`src/rtl/can_filt_pkg.sv`:
```
package can_filt_pkg;

  localparam logic [1:0] SCALE_8  = 2'b00;
  localparam logic [1:0] SCALE_16 = 2'b01;

  localparam logic [1:0] COV_8  = 2'd0;
  localparam logic [1:0] COV_16 = 2'd1;
  localparam logic [1:0] COV_32 = 2'd2;

  typedef struct packed {
    logic       mode_hi;
    logic       mode_lo;
    logic [1:0] scale;
    logic       active;
  } bank_cfg_t;

  // Numbers consumed by one bank: one per mask filter, two per list filter.
  function automatic int unsigned bank_filter_count(bank_cfg_t c);
    int unsigned lo_n, hi_n;
    lo_n = c.mode_lo ? 2 : 1;
    hi_n = c.mode_hi ? 2 : 1;
    case (c.scale)
      SCALE_8:  return 2 * lo_n + 2 * hi_n;
      SCALE_16: return lo_n + hi_n;
      default:  return (c.mode_lo && c.mode_hi) ? 2 : 1;
    endcase
  endfunction

  function automatic logic masked_hit(logic [31:0] key, logic [31:0] idv,
                                      logic [31:0] msk);
    return ((key ^ idv) & msk) == 32'd0;
  endfunction

  // Ranking key: list mode dominates, then coverage.
  function automatic logic [2:0] rank_of(logic is_list, logic [1:0] cov);
    return {is_list, cov};
  endfunction

endpackage

```
`src/rtl/cfb_cfg_regs.sv`:
```
module cfb_cfg_regs
  import can_filt_pkg::*;
#(
  parameter int NB     = 4,
  parameter int BANK_W = 2,
  parameter int ADDR_W = 6
) (
  input  logic                     clk,
  input  logic                     rst_n,
  input  logic                     cfg_we,
  input  logic [ADDR_W-1:0]        cfg_addr,
  input  logic [7:0]               cfg_wdata,
  output bank_cfg_t [NB-1:0]       cfg_o,
  output logic [NB-1:0][7:0][7:0]  bytes_o
);

  logic              ctl_sel;
  logic [BANK_W-1:0] bank_sel;
  logic [2:0]        reg_sel;

  assign ctl_sel  = cfg_addr[ADDR_W-1];
  assign bank_sel = cfg_addr[BANK_W+2:3];
  assign reg_sel  = cfg_addr[2:0];

  logic [NB-1:0] ctl_wr;
  logic [NB-1:0] byte_wr_hit;
  logic [NB-1:0] byte_wr_blocked;
  logic [NB-1:0] byte_wr_ok;

  for (genvar b = 0; b < NB; b++) begin : g_bank
    assign ctl_wr[b]          = cfg_we &&  ctl_sel && (bank_sel == BANK_W'(b));
    assign byte_wr_hit[b]     = cfg_we && !ctl_sel && (bank_sel == BANK_W'(b));
    assign byte_wr_blocked[b] = byte_wr_hit[b] &&  cfg_o[b].active;
    assign byte_wr_ok[b]      = byte_wr_hit[b] && !cfg_o[b].active;

    always_ff @(posedge clk or negedge rst_n) begin
      if (!rst_n) begin
        cfg_o[b]   <= '0;
        bytes_o[b] <= '0;
      end else begin
        if (ctl_wr[b]) begin
          cfg_o[b].active  <= cfg_wdata[0];
          cfg_o[b].scale   <= cfg_wdata[2:1];
          cfg_o[b].mode_lo <= cfg_wdata[3];
          cfg_o[b].mode_hi <= cfg_wdata[4];
        end
        if (byte_wr_ok[b]) begin
          bytes_o[b][reg_sel] <= cfg_wdata;
        end
      end
    end

    // an active bank's bytes do not move under a write.
    a_r2_locked_bytes: assert property (@(posedge clk) disable iff (!rst_n)
      byte_wr_blocked[b] |=> $stable(bytes_o[b]))
      else $error("a_r2_locked_bytes bank %0d", b);

    // a write to an inactive bank lands in the addressed byte.
    a_r2_write_lands: assert property (@(posedge clk) disable iff (!rst_n)
      byte_wr_ok[b] |=> bytes_o[b][$past(reg_sel)] == $past(cfg_wdata))
      else $error("a_r2_write_lands bank %0d", b);
  end

endmodule

```
`src/rtl/cfb_bank_match.sv`:
```
module cfb_bank_match
  import can_filt_pkg::*;
#(
  parameter int IDX_W = 5
) (
  input  bank_cfg_t               cfg_i,
  input  logic [7:0][7:0]         bytes_i,
  input  logic [31:0]             id_i,
  input  logic [IDX_W-1:0]        base_i,
  output logic [7:0]              hits_o,
  output logic [7:0][2:0]         rank_o,
  output logic [7:0][IDX_W-1:0]   idx_o
);

  logic [7:0]  hit_raw;
  logic [31:0] key8, key16;

  assign key8  = {24'd0, id_i[31:24]};
  assign key16 = {16'd0, id_i[31:16]};

  always_comb begin
    logic        lst;
    logic [31:0] wa, wb;
    int unsigned n;
    hit_raw = '0;
    rank_o  = '0;
    idx_o   = '0;
    n       = 0;
    case (cfg_i.scale)
      SCALE_8: begin
        for (int f = 0; f < 4; f++) begin
          lst = (f < 2) ? cfg_i.mode_lo : cfg_i.mode_hi;
          wa  = {24'd0, bytes_i[2*f]};
          wb  = {24'd0, bytes_i[2*f+1]};
          if (lst) begin
            hit_raw[2*f]   = (key8 == wa);
            rank_o[2*f]    = rank_of(1'b1, COV_8);
            idx_o[2*f]     = base_i + IDX_W'(n);
            hit_raw[2*f+1] = (key8 == wb);
            rank_o[2*f+1]  = rank_of(1'b1, COV_8);
            idx_o[2*f+1]   = base_i + IDX_W'(n + 1);
            n              = n + 2;
          end else begin
            hit_raw[2*f] = masked_hit(key8, wa, wb);
            rank_o[2*f]  = rank_of(1'b0, COV_8);
            idx_o[2*f]   = base_i + IDX_W'(n);
            n            = n + 1;
          end
        end
      end
      SCALE_16: begin
        for (int f = 0; f < 2; f++) begin
          lst = (f == 0) ? cfg_i.mode_lo : cfg_i.mode_hi;
          wa  = {16'd0, bytes_i[4*f+1], bytes_i[4*f]};
          wb  = {16'd0, bytes_i[4*f+3], bytes_i[4*f+2]};
          if (lst) begin
            hit_raw[4*f]   = (key16 == wa);
            rank_o[4*f]    = rank_of(1'b1, COV_16);
            idx_o[4*f]     = base_i + IDX_W'(n);
            hit_raw[4*f+2] = (key16 == wb);
            rank_o[4*f+2]  = rank_of(1'b1, COV_16);
            idx_o[4*f+2]   = base_i + IDX_W'(n + 1);
            n              = n + 2;
          end else begin
            hit_raw[4*f] = masked_hit(key16, wa, wb);
            rank_o[4*f]  = rank_of(1'b0, COV_16);
            idx_o[4*f]   = base_i + IDX_W'(n);
            n            = n + 1;
          end
        end
      end
      default: begin
        lst = cfg_i.mode_lo;
        wa  = {bytes_i[3], bytes_i[2], bytes_i[1], bytes_i[0]};
        wb  = {bytes_i[7], bytes_i[6], bytes_i[5], bytes_i[4]};
        if (cfg_i.mode_lo != cfg_i.mode_hi) begin
          hit_raw = '0;
        end else if (lst) begin
          hit_raw[0] = (id_i == wa);
          rank_o[0]  = rank_of(1'b1, COV_32);
          idx_o[0]   = base_i;
          hit_raw[4] = (id_i == wb);
          rank_o[4]  = rank_of(1'b1, COV_32);
          idx_o[4]   = base_i + IDX_W'(1);
        end else begin
          hit_raw[0] = masked_hit(id_i, wa, wb);
          rank_o[0]  = rank_of(1'b0, COV_32);
          idx_o[0]   = base_i;
        end
      end
    endcase
  end

  assign hits_o = hit_raw & {8{cfg_i.active}};

endmodule

```
`src/rtl/cfb_priority_pick.sv`:
```
module cfb_priority_pick #(
  parameter int NB    = 4,
  parameter int IDX_W = 5
) (
  input  logic [NB-1:0][7:0]              hits_i,
  input  logic [NB-1:0][7:0][2:0]         rank_i,
  input  logic [NB-1:0][7:0][IDX_W-1:0]   idx_i,
  output logic                            any_o,
  output logic [IDX_W-1:0]                idx_o
);

  logic [2:0] best_rank;

  // Scan in number order; only a strictly better rank replaces the holder,
  // so ties resolve to the lowest number.
  always_comb begin
    any_o     = 1'b0;
    best_rank = '0;
    idx_o     = '0;
    for (int b = 0; b < NB; b++) begin
      for (int s = 0; s < 8; s++) begin
        if (hits_i[b][s] && (!any_o || rank_i[b][s] > best_rank)) begin
          any_o     = 1'b1;
          best_rank = rank_i[b][s];
          idx_o     = idx_i[b][s];
        end
      end
    end
  end

endmodule

```
`src/rtl/can_filter_bank_array.sv`:
```
module can_filter_bank_array
  import can_filt_pkg::*;
#(
  parameter  int NUM_BANKS = 4,
  localparam int BANK_W    = (NUM_BANKS > 1) ? $clog2(NUM_BANKS) : 1,
  localparam int ADDR_W    = BANK_W + 4,
  localparam int IDX_W     = $clog2(8 * NUM_BANKS)
) (
  input  logic              clk,
  input  logic              rst_n,
  input  logic              cfg_we,
  input  logic [ADDR_W-1:0] cfg_addr,
  input  logic [7:0]        cfg_wdata,
  input  logic              id_valid,
  input  logic [31:0]       id_in,
  output logic              match_valid,
  output logic              match_accept,
  output logic [IDX_W-1:0]  match_index
);

  localparam int CNT_W = $clog2(8 * NUM_BANKS + 1);

  bank_cfg_t [NUM_BANKS-1:0]              bank_cfg;
  logic [NUM_BANKS-1:0][7:0][7:0]         bank_bytes;
  logic [NUM_BANKS:0][CNT_W-1:0]          base_acc;
  logic [NUM_BANKS-1:0][7:0]              bank_hits;
  logic [NUM_BANKS-1:0][7:0][2:0]         bank_rank;
  logic [NUM_BANKS-1:0][7:0][IDX_W-1:0]   bank_idx;
  logic                                   pick_any;
  logic [IDX_W-1:0]                       pick_idx;
  logic [CNT_W-1:0]                       total_cnt;

  cfb_cfg_regs #(
    .NB(NUM_BANKS), .BANK_W(BANK_W), .ADDR_W(ADDR_W)
  ) u_regs (
    .clk      (clk),
    .rst_n    (rst_n),
    .cfg_we   (cfg_we),
    .cfg_addr (cfg_addr),
    .cfg_wdata(cfg_wdata),
    .cfg_o    (bank_cfg),
    .bytes_o  (bank_bytes)
  );

  // Running first number of each bank.
  always_comb begin
    base_acc[0] = '0;
    for (int b = 0; b < NUM_BANKS; b++) begin
      base_acc[b+1] = base_acc[b] + CNT_W'(bank_filter_count(bank_cfg[b]));
    end
  end
  assign total_cnt = base_acc[NUM_BANKS];

  for (genvar b = 0; b < NUM_BANKS; b++) begin : g_bank
    cfb_bank_match #(.IDX_W(IDX_W)) u_match (
      .cfg_i  (bank_cfg[b]),
      .bytes_i(bank_bytes[b]),
      .id_i   (id_in),
      .base_i (base_acc[b][IDX_W-1:0]),
      .hits_o (bank_hits[b]),
      .rank_o (bank_rank[b]),
      .idx_o  (bank_idx[b])
    );

    // switched-off bank stays silent.
    a_r3_inactive_silent: assert property (@(posedge clk) disable iff (!rst_n)
      !bank_cfg[b].active |-> bank_hits[b] == 8'd0)
      else $error("a_r3_inactive_silent bank %0d", b);

    // 32-bit bank with disagreeing mode bits stays silent.
    a_r6_mismatch_silent: assert property (@(posedge clk) disable iff (!rst_n)
      (bank_cfg[b].scale[1] && (bank_cfg[b].mode_lo != bank_cfg[b].mode_hi))
        |-> bank_hits[b] == 8'd0)
      else $error("a_r6_mismatch_silent bank %0d", b);
  end

  cfb_priority_pick #(.NB(NUM_BANKS), .IDX_W(IDX_W)) u_pick (
    .hits_i(bank_hits),
    .rank_i(bank_rank),
    .idx_i (bank_idx),
    .any_o (pick_any),
    .idx_o (pick_idx)
  );

  always_ff @(posedge clk or negedge rst_n) begin
    if (!rst_n) begin
      match_valid  <= 1'b0;
      match_accept <= 1'b0;
      match_index  <= '0;
    end else begin
      match_valid  <= id_valid;
      match_accept <= id_valid && pick_any;
      match_index  <= (id_valid && pick_any) ? pick_idx : '0;
    end
  end

  // result appears exactly one cycle after the strobe.
  a_r13_valid_follows: assert property (@(posedge clk) disable iff (!rst_n)
    id_valid |=> match_valid)
    else $error("a_r13_valid_follows");

  a_r13_no_spurious: assert property (@(posedge clk) disable iff (!rst_n)
    !id_valid |=> !match_valid && !match_accept)
    else $error("a_r13_no_spurious");

  // reject or idle carries a zero number.
  a_r13_zero_index: assert property (@(posedge clk) disable iff (!rst_n)
    !match_accept |-> match_index == '0)
    else $error("a_r13_zero_index");

  // a reported number lies inside the numbered range.
  a_r12_in_range: assert property (@(posedge clk) disable iff (!rst_n)
    (id_valid && pick_any) |-> CNT_W'(pick_idx) < total_cnt)
    else $error("a_r12_in_range");

endmodule

```
`config.mk`:
```
export PLATFORM = sky130hd
export DESIGN_NAME = can_filter_bank_array
export DESIGN_NICKNAME = d
export VERILOG_FILES = /design/src/rtl/can_filt_pkg.sv /design/src/rtl/cfb_cfg_regs.sv /design/src/rtl/cfb_bank_match.sv /design/src/rtl/cfb_priority_pick.sv /design/src/rtl/can_filter_bank_array.sv
export SDC_FILE = /design/constraint.sdc
export NUM_CORES = 1
export LEC_CHECK = 0
export BUFFER_PORTS_ARGS = -buffer_cell sky130_fd_sc_hd__buf_4
export CAP_MARGIN = 30
export CORE_MARGIN = 2
export CORE_UTILIZATION = 29
export DETAILED_ROUTE_END_ITERATION = 10
export GPL_TIMING_DRIVEN = 0
export SYNTH_ARGS = -nofsm -noshare
export SYNTH_HDL_FRONTEND = slang
export SYNTH_SLANG_ARGS = --single-unit
```
`constraint.sdc`:
```
create_clock -name clk -period 66.6 [get_ports clk]
set_clock_uncertainty 0.2 [all_clocks]
set_input_delay 13.32 -clock clk [delete_from_list [all_inputs] [get_ports clk]]
set_output_delay 13.32 -clock clk [all_outputs]
set_load 0.02 [all_outputs]
```
==> results.md <==
- Die area: 95200 µm²
- Routed Antenna Nets: 0
- Seq. cell area: 7080 µm²
- Synth-to-Final Area Change: 12.7%
- Largest family of logic cells by synthesized area: XOR/XNOR gates
- Post-Synth Simple-Gate Area: 0.158
- Maximum clock frequency: 23.2 MHz
- Outcome: completed
- Cell Area, Synth: 26900 µm²
- Critical path startpoint category: input pin
- Synthesized Nets: 3168
- Synthesized flop and latch total: 283
- Minimum clock period: 43.09 ns
- Skew-Pair Late Insertion Delay: 0.58 ns
- Slew @ Worst Pin: 1.13 ns
- Initial drt markers: 3150
- Clock Pin Slew Worst Setup and Hold Paths: 0.06 ns
- Die height: 309 µm
- Post-DP HPWL: 87000 µm
- Largest net degree at the start of global routing: 121
- Core area: 91800 µm²
- Clk buf depth: 3
- Drt pass-1 iters: 8
- Fraction of the mapped netlist area in compound gates: 0.174
- RSZ-0062 raised after global routing: false
- Crit end category: flop
- Min-Delay Path Class: flop to flop
- DP Area: 29100 µm²
- Syn_area_per_cell: 8.97 µm²
- Arr. time, crit path: 43.32 ns
- Chip width: 309 µm
- Power per cell area: 38.2 nW/µm²
- Final Max Tran Viols: 0
- CTS Root Cell: clkbuf_16
- Fin area: 30300 µm²
- Endpoints failing hold: 0
- Xor/xnor share of the synthesized area: 0.186
- Post-synthesis mux area share: 0.118
- Total setup buffers inserted after CTS: 0
- Top cells by area, synth: dfrtp_1, xor2_1, mux2_2, ha_1, xnor2_1
- Via-to-Cell Ratio: 6.00
- Post-Route Setup TNS: 0 ns
- Asr flop ratio synth: 1.00
- Max cap viols: 0
- Most common flop cell mapped by yosys: dfrtp_1
- CP dominant cell by count: a21oi_1
- Final cell count without fillers: 4365
- Adder-cell area share of the yosys netlist: 0.0609
- Share of cells above drive strength 1: 0.149
- Kind of critical path: input pin to flop
- DRC Markers: 0
- Slowest CP cell: clkbuf_1
- Hold-fix buffers, CTS: 0
- Clk sinks: 283
- Yosys top cell by area: dfrtp_1
- Max FO, Critical Path: 10
- Share of the synthesized area in the top cell type: 0.263
- Critical Path Max Stage Delay: 0.70 ns
- Commonest cells post-synth: xor2_1, dfrtp_1, mux2_2
- Placed cells: 4295
- TritonCTS buffer count: 35
- Filler Cell Count: 9583
- Most numerous cell in the Yosys netlist: xor2_1
- Number of synthesized flops with an enable pin: 0
- Rel. slew slack: 0.245
- CTS tree: done
- WL final: 115000 µm
- Seq/Total Area, Yosys: 0.263
- Initial Util: 0.293
- CP Data Required Time: 66.83 ns
- Global-route wire length before repair: 171000 µm
- Static Leak: 0.0129 µW
- Gpl congestion: 0.984
- WHS: 0.397 ns
- Peak supply drop: 24.9 µV
- Boundary pin count: 57
- Total GRT Usage: 0.237
- Setup Viol. Count Final: 0
- PortBufs: 21
- Vias: 26183
- Row cnt: 111
- Initial antenna violation count: 4
- Vias in the first global route: 25411
- GRT Residual Overflow: 0
- Synth cell types: 94
- Area of the multi-input gates: 18700 µm²
- Final worst-path cycle share: 0.647
- Layout Nets: 3264
- H-tree lvl count: 2
- Drt wl/cell: 26.5 µm
- Warnings, synthesis: 0
- Post-CTS Resized: 0
- Mapped Cells: 2999
## cells by family (layout without fill, tap and decap cells)
family                     count (synthesis)  in the layout
AOI/OAI and AO/OA                        648            648
xor gates and xnor gates                 572            572
adders and majority gates                119            119
buffers and inverters                    265            387
DFF                                      283            283
muxes                                    283            283
other                                      0              1
and+or+nand+nor                          829            829
## cells in the final DEF, fill, tap and decap left out, types with 33 or more instances in the layout
cell type and n:
nor2_1 192, nand3_1 104, nand2_1 164, dfrtp_1 283
clkbuf_1 116, a221oi_1 36, mux2_2 273, a21oi_1 97
clkbuf_16 35, a22oi_1 73, xnor2_1 105, xor2_1 467
nor3_1 64, nor4_1 92, nand4_1 55, inv_1 97
o21ai_0 96, ha_1 99, a22o_1 33
## cell type report
type,count,share of cell area
repair buffers,59,0.0232
clock buffers,47,0.0310
well taps,1243,0.0513
plain buffers,164,0.0228
multi-input cells,2451,0.618
inverters,101,0.0125
flip-flops and latches,283,0.234
diodes,1,0.0000825
clock inverters,16,0.00730
## report_power, final
group	internal, µW	switching, µW	leakage [µW]
Sequential	196	51.5	0.00373
Combinational	276	430	0.00864
Clock	116	86.3	0.000559
## metal layers
layer,part of all wire,up-vias,track usage
met2,0.43,1629,0.362
met3,0.10,363,0.0485
met1,0.42,12944,0.321
met4,0.052,0,0.110
met5,0,-,0
li1,-,11247,-
## worst max-delay path, delay by kind of cell
family | cells | cell delay [ns]
buffers and inverters | 16 | 3.30
adders and majority gates | 15 | 3.87
xor gates and xnor gates | 1 | 0.19
AOI/OAI and AO/OA | 55 | 13.20
and+or+nand+nor | 39 | 8.59
muxes | 2 | 0.74
## state kept, by name, summed over array words and instances, names as in the netlist
signal / count
u_regs.bytes_o: 256
u_regs.cfg_o: 20
match_index: 5
match_valid: 1
match_accept: 1
## worst paths after layout
| path | startpoint | endpoint | slack, ns | cells past startpoint |
|---|---|---|---|---|
| min in group asynchronous | rst_n | match_index[3]$_DFF_PN0_ | 12.48 | 1 |
| max reg2reg | u_regs.cfg_o[3]$_DFFE_PN0P_ | match_index[1]$_DFF_PN0_ | 35.22 | 129 |
| max in group asynchronous | rst_n | u_regs.bytes_o[5]$_DFFE_PN0P_ | 52.63 | 2 |
| min reg2reg | u_regs.bytes_o[203]$_DFFE_PN0P_ | u_regs.bytes_o[203]$_DFFE_PN0P_ | 0.40 | 1 |
| max | id_in[16] | match_index[1]$_DFF_PN0_ | 23.51 | 128 |
| min | u_regs.bytes_o[203]$_DFFE_PN0P_ | u_regs.bytes_o[203]$_DFFE_PN0P_ | 0.40 | 1 |
## stage by stage
step / power, µW / utilization / setup slack (ns)
after detailed placement: 933 / 0.317 / 23.68
final: 1160 / 0.330 / 23.51
after global routing: 1230 / 0.330 / 21.20
after CTS: 1140 / 0.330 / 24.19
after floorplan: 740 / - / 29.25
after global placement: 928 / 0.312 / 23.53
(Power assumes the default switching activity.)
